### src/rtl/baud_pkg.sv
package baud_pkg;

  localparam int unsigned MULT_MAX = 64;
  localparam int unsigned PH_W     = $clog2(MULT_MAX);

  typedef struct packed {
    logic sync;
    logic wide;
    logic fast;
  } brg_mode_t;

  // Ticks per bit period for a given mode
  function automatic logic [PH_W:0] ticks_per_bit(input brg_mode_t m);
    logic [PH_W:0] r;
    if (m.sync) begin
      r = (PH_W+1)'(4);
    end else begin
      unique case ({m.wide, m.fast})
        2'b00:   r = (PH_W+1)'(64);
        2'b11:   r = (PH_W+1)'(4);
        default: r = (PH_W+1)'(16);
      endcase
    end
    return r;
  endfunction

endpackage

### src/rtl/baud_period_regs.sv
module baud_period_regs #(
  parameter int unsigned LO_W = 8,
  parameter int unsigned HI_W = 8,
  localparam int unsigned CNT_W = LO_W + HI_W
) (
  input  logic             clk,
  input  logic             rst_n,
  input  logic             wide_mode,
  input  logic             lo_we,
  input  logic [LO_W-1:0]  lo_wdata,
  input  logic             hi_we,
  input  logic [HI_W-1:0]  hi_wdata,
  output logic             wr_evt,
  output logic [CNT_W-1:0] period_q,
  output logic [CNT_W-1:0] period_nx
);

  logic [LO_W-1:0] lo_q, lo_nx;
  logic [HI_W-1:0] hi_q, hi_nx;

  function automatic logic [CNT_W-1:0] eff_period(input logic w,
                                                  input logic [HI_W-1:0] h,
                                                  input logic [LO_W-1:0] l);
    return w ? {h, l} : {{HI_W{1'b0}}, l};
  endfunction

  assign lo_nx  = lo_we ? lo_wdata : lo_q;
  assign hi_nx  = hi_we ? hi_wdata : hi_q;
  assign wr_evt = lo_we | hi_we;

  always_ff @(posedge clk or negedge rst_n) begin
    if (!rst_n) begin
      lo_q <= '0;
      hi_q <= '0;
    end else begin
      lo_q <= lo_nx;
      hi_q <= hi_nx;
    end
  end

  assign period_q  = eff_period(wide_mode, hi_q, lo_q);
  assign period_nx = eff_period(wide_mode, hi_nx, lo_nx);

  assert_narrow_ignores_high_R3: assert property (@(posedge clk) disable iff (!rst_n)
    !wide_mode |-> (period_q[CNT_W-1:LO_W] == '0));

endmodule

### src/rtl/baud_tick_counter.sv
module baud_tick_counter #(
  parameter int unsigned CNT_W = 16
) (
  input  logic             clk,
  input  logic             rst_n,
  input  logic             en_q,
  input  logic             wr_evt,
  input  logic [CNT_W-1:0] period_q,
  input  logic [CNT_W-1:0] period_nx,
  output logic             tick,
  output logic [CNT_W-1:0] cnt
);

  localparam logic [CNT_W-1:0] ONE = CNT_W'(1);

  always_ff @(posedge clk or negedge rst_n) begin
    if (!rst_n) begin
      cnt <= '0;
    end else if (wr_evt) begin
      cnt <= period_nx;
    end else if (!en_q || cnt == '0) begin
      cnt <= period_q;
    end else begin
      cnt <= cnt - ONE;
    end
  end

  assign tick = en_q && (cnt == '0);

  assert_count_down_R3: assert property (@(posedge clk) disable iff (!rst_n)
    (en_q && !wr_evt && cnt != '0) |=> (cnt == $past(cnt) - ONE));

endmodule

### src/rtl/baud_phase_div.sv
module baud_phase_div
  import baud_pkg::*;
(
  input  logic            clk,
  input  logic            rst_n,
  input  logic            en_q,
  input  logic            wr_evt,
  input  logic            tick,
  input  brg_mode_t       mode,
  output logic            strobe,
  output logic [PH_W-1:0] ph
);

  logic [PH_W:0] lim_m1;
  logic          at_last;

  assign lim_m1  = ticks_per_bit(mode) - (PH_W+1)'(1);
  assign at_last = ({1'b0, ph} >= lim_m1);
  assign strobe  = tick && at_last;

  always_ff @(posedge clk or negedge rst_n) begin
    if (!rst_n) begin
      ph <= '0;
    end else if (!en_q || wr_evt) begin
      ph <= '0;
    end else if (tick) begin
      ph <= at_last ? '0 : ph + PH_W'(1);
    end
  end

  assert_phase_hold_R5: assert property (@(posedge clk) disable iff (!rst_n)
    (en_q && !wr_evt && !tick) |=> $stable(ph));

  assert_phase_wrap_R5: assert property (@(posedge clk) disable iff (!rst_n)
    (en_q && !wr_evt && strobe) |=> (ph == '0));

  assert_phase_step_R5: assert property (@(posedge clk) disable iff (!rst_n)
    (en_q && !wr_evt && tick && !strobe) |=> (ph == $past(ph) + PH_W'(1)));

endmodule

### src/rtl/baud_tick_gen.sv
module baud_tick_gen
  import baud_pkg::*;
#(
  parameter int unsigned LO_W = 8,
  parameter int unsigned HI_W = 8
) (
  input  logic            clk,
  input  logic            rst_n,
  input  logic            enable,
  input  logic            sync_mode,
  input  logic            wide_mode,
  input  logic            fast_mode,
  input  logic            lo_we,
  input  logic [LO_W-1:0] lo_wdata,
  input  logic            hi_we,
  input  logic [HI_W-1:0] hi_wdata,
  output logic            os_tick,
  output logic            bit_strobe,
  output logic            sync_clk_out
);

  localparam int unsigned CNT_W = LO_W + HI_W;

  logic             en_q;
  logic             wr_evt;
  logic             tick_evt;
  logic             strobe_evt;
  logic [CNT_W-1:0] period_q, period_nx, cnt;
  logic [PH_W-1:0]  ph;
  brg_mode_t        mode;

  assign mode = '{sync: sync_mode, wide: wide_mode, fast: fast_mode};

  always_ff @(posedge clk or negedge rst_n) begin
    if (!rst_n) en_q <= 1'b0;
    else        en_q <= enable;
  end

  baud_period_regs #(.LO_W(LO_W), .HI_W(HI_W)) regs_i (
    .clk(clk), .rst_n(rst_n), .wide_mode(wide_mode),
    .lo_we(lo_we), .lo_wdata(lo_wdata), .hi_we(hi_we), .hi_wdata(hi_wdata),
    .wr_evt(wr_evt), .period_q(period_q), .period_nx(period_nx)
  );

  baud_tick_counter #(.CNT_W(CNT_W)) cnt_i (
    .clk(clk), .rst_n(rst_n), .en_q(en_q), .wr_evt(wr_evt),
    .period_q(period_q), .period_nx(period_nx), .tick(tick_evt), .cnt(cnt)
  );

  baud_phase_div phase_i (
    .clk(clk), .rst_n(rst_n), .en_q(en_q), .wr_evt(wr_evt), .tick(tick_evt),
    .mode(mode), .strobe(strobe_evt), .ph(ph)
  );

  assign os_tick      = tick_evt;
  assign bit_strobe   = strobe_evt;
  assign sync_clk_out = sync_mode && en_q && ph[1];

  assert_quiet_when_off_R2: assert property (@(posedge clk) disable iff (!rst_n)
    !en_q |-> (!os_tick && !bit_strobe && !sync_clk_out));

  assert_write_restart_R7: assert property (@(posedge clk) disable iff (!rst_n)
    wr_evt |=> (ph == '0) && (!$stable(wide_mode) || cnt == period_q));

  assert_sync_four_ticks_R6: assert property (@(posedge clk) disable iff (!rst_n)
    (sync_mode && $past(sync_mode) && bit_strobe) |-> (ph == PH_W'(3)));

endmodule

### config.mk
export PLATFORM = sky130hd
export DESIGN_NAME = baud_tick_gen
export DESIGN_NICKNAME = d
export VERILOG_FILES = /design/src/rtl/baud_pkg.sv /design/src/rtl/baud_period_regs.sv /design/src/rtl/baud_tick_counter.sv /design/src/rtl/baud_phase_div.sv /design/src/rtl/baud_tick_gen.sv
export SDC_FILE = /design/constraint.sdc
export NUM_CORES = 1
export LEC_CHECK = 0
export BUFFER_PORTS_ARGS = -buffer_cell sky130_fd_sc_hd__buf_2
export CORE_MARGIN = 2
export CORE_UTILIZATION = 59
export CTS_CLUSTER_SIZE = 14
export DETAILED_ROUTE_END_ITERATION = 16
export GPL_TIMING_DRIVEN = 1
export PLACE_DENSITY = 0.81
export SLEW_MARGIN = 20
export SYNTH_ARGS = -nofsm -noshare
export SYNTH_HDL_FRONTEND = slang
export SYNTH_SLANG_ARGS = --single-unit
### constraint.sdc
create_clock -name clk -period 4.85 [get_ports clk]
set_clock_uncertainty 0.15 [all_clocks]
set_input_delay 0.97 -clock clk [delete_from_list [all_inputs] [get_ports clk]]
set_output_delay 0.97 -clock clk [all_outputs]
set_load 0.01 [all_outputs]
==> flow_summary_export.csv <==
group,metric,value,unit
outcome,status,"completed",
sta,hold_viol,0,
place,place_ws,0.729,ns
place,hpwlAfterDp,3070,um
cts,cts_buffer_depth,2,
yosys,synth_async_sr_flop_share,1.00,
sta,slew_headroom,0.427,
place,place.gp.congestion,0.815,
sta,drv_slew,0,
sta,rsz0062_at_grt,"no",
worst_setup_path,path_delay_family,"adder cells",
routing,drt-total-wl,4280,um
worst_setup_path,critPathBufInv,5,
routing,wire_per_inst,14.5,um
sta,setup_tns,0,ns
finish,fillCellCount,298,
min_path,min_path_type,"flip-flop to flip-flop",
global_route,grt_max_degree,40,
finish,layout.nets,280,
floorplan,die_area,4210,um2
finish,syn2layout_area_growth,12.1,%
floorplan,io-pin-count,27,
power,swShare,0.261,
yosys,ys_ff_latch,39,
worst_setup_path,cp_max_fo,11,
floorplan,rows,22,
routing,dr.pass1.iters,4,
routing,remaining_drc_errors,0,
worst_setup_path,criticalPathCategory,"input pin to output port",
cts,clk_latency,0.30,ns
power,switchingPower,197,uW
global_route,antenna_found_initial,0,
sta,setup_viol,0,
yosys,syn-num-nets,257,
routing,viasPerCell,5.95,
yosys,netlist.area_leader.share,0.446,
yosys,post_synth.cell_area_avg,9.80,um2
power,p_per_area,309,nW/um2
worst_setup_path,cpMaxStageDelayCell,"ha_1",
global_route,globalRouteTotalUtil,0.230,
worst_setup_path,path_cells,"buf_2 -> ha_1 -> or2_2 -> inv_1 -> ha_1 -> inv_1 -> ha_1 -> a21oi_1 -> nand2_1 -> o21ai_0 -> buf_4 -> nor2_1 -> buf_2",
routing,drt_iter0_markers,99,
worst_setup_path,critical_path_arrival,3.02,ns
power,p_clk_frac,0.357,
yosys,synth_area_leaders,"dfrtp_1, mux2_2, ha_1, xnor2_1, nand3_1",
worst_setup_path,cp_common_cell,"ha_1",
global_route,grt_pass1_vias,1655,
worst_setup_path,cp.required,3.73,ns
floorplan,die-width,64.9,um
global_route,grt_pass1_wl,7400,um
floorplan,initial_core_util,0.606,
worst_setup_path,crit_path_end_kind,"output port",
yosys,ys_warn_count,0,
power,internal-power,560,uW
power,comb_power_share,0.144,
floorplan,chipHeight,64.9,um
yosys,ys_types,40,
power,p_total,757,uW
yosys,ys_seq_area_frac,0.446,
sta,fin_ws,0.713,ns
floorplan,core-area,3610,um2
yosys,yosysTopAreaCell,"dfrtp_1",
routing,vias,1756,
place,place_area,2340,um2
finish,drive_above_1_share,0.239,
sta,fmax,0.242,GHz
yosys,netlist_area,2190,um2
place,numPortBuffers,26,
finish,diodes,0,
job,cap_violations,0,
sta,min_period,4.14,ns
yosys,synthFlopType,"dfrtp_1",
power,power_leakage,0.00107,uW
cts,ctsResizeCount,0,
sta,hold_ws,0.354,ns
cts,cts_buffers,5,
routing,ant_nets,0,
finish,final_cell_area,2450,um2
yosys,syn_inst,223,
cts,cts.sinks,39,
cts,htreeDepth,2,
cts,hold_buffers,0,
sta,period_share,0.853,
cts,cts_tree,"yes",
power,p_seq_frac,0.499,
sta,tightest_slew,0.860,ns
cts,path_clk_slew,0.07,ns
worst_setup_path,critPathMaxStageDelay,0.31,ns
yosys,synth-edff-count,0,
cts,cts-root-buf,"clkbuf_8",
power,ir_drop,0.232,mV
worst_setup_path,start_kind,"input pin",
cts,cts_setup_buffers,0,
global_route,globalRoute.totalOverflow,0,
-- routing by layer --
metal | vias to the layer above | wire [um] | global-route usage
li1 | 851 | - | -
met1 | 851 | 1960 | 0.301
met2 | 42 | 2040 | 0.366
met3 | 12 | 184 | 0.0486
met4 | 0 | 99 | 0.101
met5 | - | 0 | 0
-- cell usage in the layout, fill, tap and decap left out, types with 3 or more instances in the layout --
master,instances
dfrtp_1,39
buf_2,26
nor2_1,17
nand3_1,17
mux2_2,16
nand2_1,15
o21ai_0,11
a21oi_1,10
xnor2_1,10
ha_1,10
inv_1,7
nor3_1,7
a31oi_1,6
nand2b_1,5
clkbuf_8,5
nand4_1,4
o211ai_1,4
or4_4,3
mux2i_1,3
-- synth_stat cells, drive strengths merged, types with 3 or more instances --
library cell,number
nand2b,5
nor2,17
mux2i,3
inv,7
mux2,16
o21ai,12
buf,4
nand2,15
xnor2,10
dfrtp,39
clkbuf,8
o211ai,4
a31oi,6
nand3,17
or4,3
ha,10
nor3,7
nand4,4
a21oi,10
-- cell type report --
class,count,area (um2),area share
well taps,48,60.1,0.0245
clock buffers,5,68.8,0.0281
multi-input cells,165,1130,0.461
flip-flops and latches,39,976,0.398
repair buffers,28,145,0.0592
inverters,7,26.3,0.0107
clock inverters,3,43.8,0.0179
-- state kept, by name, indices dropped and copies added, names as in the netlist --
signal and flops:
cnt_i.cnt 16, phase_i.ph 6, regs_i.lo_q 8, en_q 1
regs_i.hi_q 8
-- final timing paths --
kind	startpoint	end	slack [ns]	cells past startpoint
setup / recovery	wide_mode	bit_strobe	0.71	13
hold / removal	regs_i.hi_q[5]$_DFF_PN0_	regs_i.hi_q[5]$_DFF_PN0_	0.35	1
setup reg to reg	cnt_i.cnt[0]$_DFF_PN0_	cnt_i.cnt[7]$_DFF_PN0_	1.90	7
hold reg to reg	regs_i.hi_q[5]$_DFF_PN0_	regs_i.hi_q[5]$_DFF_PN0_	0.35	1
max in group asynchronous	rst_n	cnt_i.cnt[15]$_DFF_PN0_	3.38	1
min in group asynchronous	rst_n	cnt_i.cnt[6]$_DFF_PN0_	0.63	1
-- power by group through the flow --
stage / logic, uW / registers [uW] / clock network (uW)
after floorplan: 80.2 / 376 / 0
after global placement: 106 / 382 / 0
after detailed placement: 110 / 383 / 0
after CTS: 110 / 377 / 277
after global routing: 123 / 382 / 292
final: 109 / 378 / 270
-- cell families (layout without fill, tap and decap cells) --
family,after synthesis,count (layout),share of synthesized area
AO/OA/AOI/OAI,39,39,0.108
adder cells (fa/ha/maj),10,10,0.0572
buffers and inverters,19,43,0.0366
multiplexers,19,19,0.0962
XOR/XNOR,12,12,0.0481
flip-flops,39,39,0.446
AND/OR/NAND/NOR,85,85,0.207
-- stage by stage --
step	util	std cells
2_1_floorplan	-	223
3_3_place_gp	0.648	287
3_5_place_dp	0.648	287
4_1_cts	0.679	295
5_1_grt	0.679	295
6_report	0.679	295
Power figures use the tool's default switching activity.
